<file path="config.mk">
export PLATFORM = sky130hd
export DESIGN_NAME = serial_fold_acc
export DESIGN_NICKNAME = d
export VERILOG_FILES = /design/src/rtl/serial_fold_acc.sv
export SDC_FILE = /design/constraint.sdc
export NUM_CORES = 1
export LEC_CHECK = 0
export BUFFER_PORTS_ARGS = -buffer_cell sky130_fd_sc_hd__buf_2
export CORE_MARGIN = 1.5
export CORE_UTILIZATION = 45
export DETAILED_ROUTE_END_ITERATION = 8
export GPL_TIMING_DRIVEN = 0
export RECOVER_POWER = 50
export SYNTH_ARGS = -nofsm -noshare
export SYNTH_HDL_FRONTEND = slang
export SYNTH_SLANG_ARGS = --single-unit
export TNS_END_PERCENT = 50
</file>
<file path="constraint.sdc">
create_clock -name clk -period 3.55 [get_ports clk]
set_clock_uncertainty 0.1 [all_clocks]
set_input_delay 0 -clock clk [delete_from_list [all_inputs] [get_ports clk]]
set_output_delay 0 -clock clk [all_outputs]
set_load 0.02 [all_outputs]
</file>
<file path="src/rtl/serial_fold_acc.sv">
module serial_fold_acc #(
  parameter int W = 32,
  parameter int K = 4
) (
  input  logic         clk,
  input  logic         rst_n,
  input  logic         in_valid,
  output logic         in_ready,
  input  logic [W-1:0] in_data,
  input  logic         in_last,
  output logic         out_valid,
  input  logic         out_ready,
  output logic [W-1:0] out_data
);

  localparam int CW = $clog2(K) + 1;

  typedef enum logic [1:0] {ACC, DRAIN, FOLD, DONE} state_t;

  state_t         state;
  logic [W-1:0]   pipe [K];
  logic [W-1:0]   sbuf [K-1];
  logic [CW-1:0]  ph;
  logic [CW-1:0]  nfold;
  logic [W-1:0]   add_a, add_b;
  logic           take, issue;

  assign in_ready  = (state == ACC);
  assign out_valid = (state == DONE);
  assign out_data  = pipe[K-1];
  assign take      = in_valid && in_ready;
  assign issue     = (state == FOLD) && (ph == '0) && (nfold < CW'(K-1));

  always_comb begin
    add_a = '0;
    add_b = '0;
    case (state)
      ACC: begin
        add_a = take ? in_data : '0;
        add_b = pipe[K-1];
      end
      FOLD: if (issue) begin
        add_a = sbuf[0];
        add_b = pipe[K-1];
      end
      default: ;
    endcase
  end

  always_ff @(posedge clk or negedge rst_n) begin
    if (!rst_n) begin
      for (int i = 0; i < K; i++) pipe[i] <= '0;
    end else if (state == DONE) begin
      if (out_ready)
        for (int i = 0; i < K; i++) pipe[i] <= '0;
    end else begin
      pipe[0] <= add_a + add_b;
      for (int i = 1; i < K; i++) pipe[i] <= pipe[i-1];
    end
  end

  always_ff @(posedge clk or negedge rst_n) begin
    if (!rst_n) begin
      for (int i = 0; i < K-1; i++) sbuf[i] <= '0;
    end else if (state == DRAIN || issue) begin
      for (int i = 0; i < K-2; i++) sbuf[i] <= sbuf[i+1];
      sbuf[K-2] <= (state == DRAIN) ? pipe[K-1] : '0;
    end
  end

  always_ff @(posedge clk or negedge rst_n) begin
    if (!rst_n) begin
      state <= ACC;
      ph    <= '0;
      nfold <= '0;
    end else begin
      case (state)
        ACC: if (take && in_last) begin
          state <= DRAIN;
          ph    <= '0;
        end
        DRAIN: begin
          if (ph == CW'(K-2)) begin
            state <= FOLD;
            ph    <= '0;
            nfold <= '0;
          end else begin
            ph <= ph + 1'b1;
          end
        end
        FOLD: begin
          if (issue) nfold <= nfold + 1'b1;
          if (ph == CW'(K-1)) begin
            ph <= '0;
            if (nfold == CW'(K-1)) state <= DONE;
          end else begin
            ph <= ph + 1'b1;
          end
        end
        DONE: if (out_ready) state <= ACC;
        default: state <= ACC;
      endcase
    end
  end

  p_closed_after_last_r6: assert property (@(posedge clk) disable iff (!rst_n)
    (in_valid && in_ready && in_last) |=> !in_ready);

  p_closed_while_result_r6: assert property (@(posedge clk) disable iff (!rst_n)
    out_valid |-> !in_ready);

  p_reopen_r6: assert property (@(posedge clk) disable iff (!rst_n)
    (out_valid && out_ready) |=> in_ready);

  p_hold_result_r8: assert property (@(posedge clk) disable iff (!rst_n)
    (out_valid && !out_ready) |=> (out_valid && $stable(out_data)));

  p_single_result_r9: assert property (@(posedge clk) disable iff (!rst_n)
    (out_valid && out_ready) |=> !out_valid);

  p_no_early_result_r7: assert property (@(posedge clk) disable iff (!rst_n)
    (in_valid && in_ready && in_last) |=> !out_valid);

endmodule

</file>
* Word level (Yosys, flattened, before mapping) *
Index checks and enable logic that the tools add are counted.

word-level totals
  bits in registers = 232
  bits of input ports = 37

cells by class
  order comparisons = 1
  mux-type cells = 21
  add/subtract/negate cells = 3
  equal/unequal tests = 12
  reductions and logical operators = 12

operator list
  kind                 count
  $mux 128             2
  $mux 32              4
  $pmux 32 s2          2
  $add 32x32->32       1
  $mux 3               5
  $mux 2               5
  $ne 2x1->1 const B   5
  $eq 3x2->1 const B   3
  $pmux 3 s3           1
  $pmux 2 s4           1
  $add 3x1->3 const B  2
  $pmux 3 s2           1
  $reduce_and 5->1     1
  $eq 2x2->1 const B   2
  $logic_and 1x1->1    4
  $logic_not 3->1      1
  $lt 3x2->1 const B   1
  $reduce_and 3->1     1
  $reduce_bool 3->1    1
  $eq 2x1->1 const B   1
  $logic_not 2->1      1
  $ne 2x2->1 const B   1
  $reduce_and 2->1     1
  $reduce_bool 2->1    1
  $logic_or 1x1->1     1

* Depth between registers and ports, before layout *
  depth after elaboration = 7
  depth in mapped cells = 18
  depth with buffers taken out = 16

* Least setup slack after synthesis *
No wires, ideal clock.

  kind = flip-flop to flip-flop
  start = reg state[0]
  end = reg pipe[124] (netlist bit)
  data required time = 3.324 ns
  period minus slack after synthesis = 3.829 ns
  arrival = 3.603 ns
  buffers on the path = 2
  library setup time = 0.126 ns
  setup slack = -0.279 ns
  stages on the path, launching flop included = 18
  cells stage by stage = dfrtp_1 inv_1 ha_1 and4_1 clkbuf_1 clkbuf_1 a22o_1 ha_1 inv_1 fa_1 nor2b_1 o2111ai_1 nand3b_1 a21boi_2 a211o_1 o211ai_2 nor3_1 a221o_1

between the ends
  cells in the longest elaborated chain, start to end = 7

ends and longest elaborated chain
  element                          RTL line  source
  start, declared                  20        state_t state;
  start signal, assigned           73        state <= ACC;
  start signal, assigned           79        state <= DRAIN;
  start signal, assigned           84        state <= FOLD;
  $eq 2x2->1                       32, 37
  $logic_and 1x1->1 (2 in series)  32        assign issue = (state == FOLD) && (ph == '0) && (nfold < CW'(K-1));
  $mux 32                          42        FOLD: if (issue) begin
  $pmux 32 s2                      37        case (state)
  $add 32x32->32                   57        pipe[0] <= add_a + add_b;
  $mux 128                         53        end else if (state == DONE) begin
  end, declared                    21        logic [W-1:0] pipe [K];

Parallel ways exist; a longest one is shown, timed or not.
A chain may end at the register's enable or synchronous reset.

* Worst setup path after layout *
  start = reg ph[1]
  end = reg pipe[124] (netlist bit)

between the ends
  cells in the longest elaborated chain, start to end = 7

ends and longest elaborated chain
  element                              RTL line  source
  start, declared                      23        logic [CW-1:0] ph;
  start signal, assigned               88        ph <= ph + 1'b1;
  start signal, assigned               97        ph <= ph + 1'b1;
  $logic_not 3->1 (*)                  32
  $logic_and 1x1->1 (*) (2 in series)  32
  $mux 32                              42
  $pmux 32 s2                          37
  $add 32x32->32 (*)                   57
  $mux 128 (*)                         53

Mark *: on every way between the ends. The rest lies on a longest branch, timed or not.

==> metrics <==
DR iter-0 viols 668; Chip Height 164 um; Area contributors post-synth dfrtp_1 50%, nand2_1 7.4%, mux2_2 6.3%; register share of total power 36.5%; R2R Path Start ph[1]; routed vias/inst 5.42; P_leak 0.00644 uW; mapped cell area 11700 um^2; Antenna Nets Post-Route 0; ratio of cells with drive above 1 in the final layout 24.9%; drt pass-1 iters 5; GRT Util Overall 24.7%; power per cell area 817 nW/um^2; Final Worst Setup Slack -0.136 ns; failing checks max-capacitance violations, max-slew violations, negative setup slack; global route overflow 0; Startpoint Class flop; Synth async-reset ratio 100%; Fmax 0.271 GHz; H-tree lvl count 1; gate count after technology mapping 1222; GP Congestion 0.857; data arrival at the endpoint of the critical path 4.00 ns; Mapped Nets 1304; nets 1460; total CTS buffers 26; Worst-Margin Slew 2.89 ns; Die X-Extent 164 um; Pint 7060 uW; Synth top area share 49.8%; yosys synthesis warning count 0; Root Driver clkbuf_16; clk sink count 232; row count 58; M3 GR Usage 2.45%; leading area contributor after synthesis dfrtp_1; crit-path cells inv_2 -> ha_4 -> and4_4 -> clkbuf_16 -> buf_4 -> a22o_1 -> ha_1 -> buf_2 -> and3_4 -> a31oi_2 -> a21boi_4 -> a211o_1 -> o211ai_2 -> buf_6 -> buf_6 -> a221o_1; cell with the most instances after synthesis dfrtp_1; Req. time, crit path 3.87 ns; clock power share 22.1%; worst-skew pair later-pin latency 0.54 ns; slowest cell on the critical path dfrtp_1; Initial Utilization 46.1%; Cell variety after synth 54; number of global-route vias before repair 9223; Largest delay share family, worst path compound AO/OA/AOI/OAI gates; CP max stage delay 0.38 ns; wire per inst 19.1 um; first-pass GRT wire length 50900 um; worst hold path type primary input to flop; HP Start in_data[0]; met2 usage 41.7%; critical path type flop to flop; commonest cells in the netlist 232 x dfrtp_1, 229 x nand2_1, 115 x inv_1, 104 x o22ai_1, 80 x o21ai_0; clock transition at the registers of the reported paths 0.06 ns; Vias 9344; Net Sw Power 4600 uW; combinational power share 41.4%; post-route setup TNS -0.412 ns; met1 usage 34.1%; outcome complete, but fails checks; HPWL Detailed 22600 um; Syn Area/Cell 9.55 um^2; RSZ-0062 raised after global routing true; die area 26900 um^2; Setup crit end kind flop; pin count of the biggest net entering global routing 120; FF+latch count, synth 232; IO Pins 71; sequential cell area fraction in the yosys report 49.8%; crit share post-route 104%; Period minus WS final 3.69 ns; relative slew slack -92.8%; Critical Path Source ph[1]; Max-cap violations 1; Setup-failing EPs final 4; Final Hold Viols 0; worst-path fanout max 10; port bufs 70; # DRC 0; worst path buffer plus inverter count 6; Sw Share 39.4%; Main synth FF type dfrtp_1; WL final 32900 um; initial antenna violation count 0; post-layout util 56.4%; Area Overhead vs Synth 22.3%; Max Buffers Root-to-Sink 3; Pins Over Slew Limit 114; CTS tree yes; GRT busiest layer met2; n_diodes 0; number of flops mapped to enable cells by yosys 0; core area 25300 um^2; peak supply drop 0.000398 V; Worst path most repeated cell buf_6
-- registers in the layout, summed over array words and instances, names as in the netlist --
register and count:
pipe 96, sbuf 96, out_data 32, nfold 3, ph 3, state 2
-- cell usage in the layout (no fill, tap or decap), types with 30 or more instances in the layout --
master,count
buf_2,63
dfrtp_1,231
clkbuf_1,68
nand2_1,227
mux2_2,65
o22ai_1,104
buf_4,63
o21ai_0,70
nor2b_1,30
a22o_1,30
inv_1,110
-- power groups by stage --
stage,Combinational [uW],Clock (uW),Sequential (uW)
5_1_grt,5270,2720,4360
3_5_place_dp,4090,0,4310
2_1_floorplan,2910,0,3990
3_3_place_gp,4030,0,4290
4_1_cts,4440,2610,4260
6_report,4820,2570,4260
-- worst register-to-register path, stage by stage (launching register included) --
cell,delay [ns]
dfrtp_1,0.38
inv_2,0.06
ha_4,0.16
and4_4,0.17
clkbuf_16,0.16
buf_4,0.19
a22o_1,0.25
ha_1,0.28
buf_2,0.17
and3_4,0.20
a31oi_2,0.19
a21boi_4,0.30
a211o_1,0.27
o211ai_2,0.13
buf_6,0.15
buf_6,0.10
a221o_1,0.30
-- layout make-up --
cell class              count  area (um^2)
well taps                 330          413
plain buffers             107          669
fillers                  2266        11100
multi-input cells         767         5280
clock inverters             9         48.8
flip-flops and latches    232         5810
inverters                 115          434
clock buffers              35          766
repair buffers            129          855
-- path summary, 6_finish.rpt --
| kind | to | slack (ns) | cells past startpoint |
|---|---|---|---|
| worst max-delay path | pipe[124] | -0.14 | 16 |
| worst min-delay path | pipe[96] | 0.05 | 5 |
| worst max register to register | pipe[124] | -0.14 | 16 |
| worst min register to register | pipe[115] | 0.38 | 2 |
| max in group asynchronous | state[1] | 0.62 | 2 |
| min in group asynchronous | sbuf[57] | 0.82 | 2 |
-- routing by layer --
layer / part of all wire (%) / vias to the layer above / wire length, um
li1: - / 4448 / -
met1: 46 / 4627 / 15000
met2: 48 / 214 / 15700
met3: 3.6 / 55 / 1190
met4: 2.9 / 0 / 943
met5: 0 / - / 0
-- kinds of logic (layout without fill, tap and decap cells) --
| kind of cell | Yosys count | after routing | share of synthesized area, % |
|---|---|---|---|
| multiplexers | 65 | 65 | 6.27 |
| AO/OA/AOI/OAI | 300 | 300 | 16.3 |
| XOR/XNOR | 30 | 30 | 2.25 |
| buffers and inverters | 223 | 395 | 8.44 |
| flip-flops | 232 | 232 | 49.8 |
| adder cells (fa/ha/maj) | 45 | 45 | 4.89 |
| AND/OR/NAND/NOR | 327 | 327 | 12.1 |
-- stage by stage --
step | instances | cell area (um^2) | hold WS [ns] | worst slack [ns] | power, uW
after floorplan | 1222 | 11700 | -0.396 | 0.00502 | 6910
after global placement | 1622 | 12400 | 0.368 | -1.81 | 8310
after detailed placement | 1623 | 12500 | 0.0359 | -0.886 | 8400
after CTS | 1696 | 13700 | 0.0380 | -0.129 | 11300
after global routing | 1724 | 14300 | 0.0870 | -0.278 | 12300
final | 1724 | 14300 | 0.0529 | -0.136 | 11700
-- what timing repair did --
item | in CTS | in global routing
buffers inserted | 23 | 28
cloned | 3 | 2
endpoints found under the setup margin | 21 | 19
endpoints found under the hold margin | 130 | 0
hold buffers | 4 | 0
gates resized for setup | 47 | 101
pin swaps | 14 | 40
(Power assumes the default switching activity.)
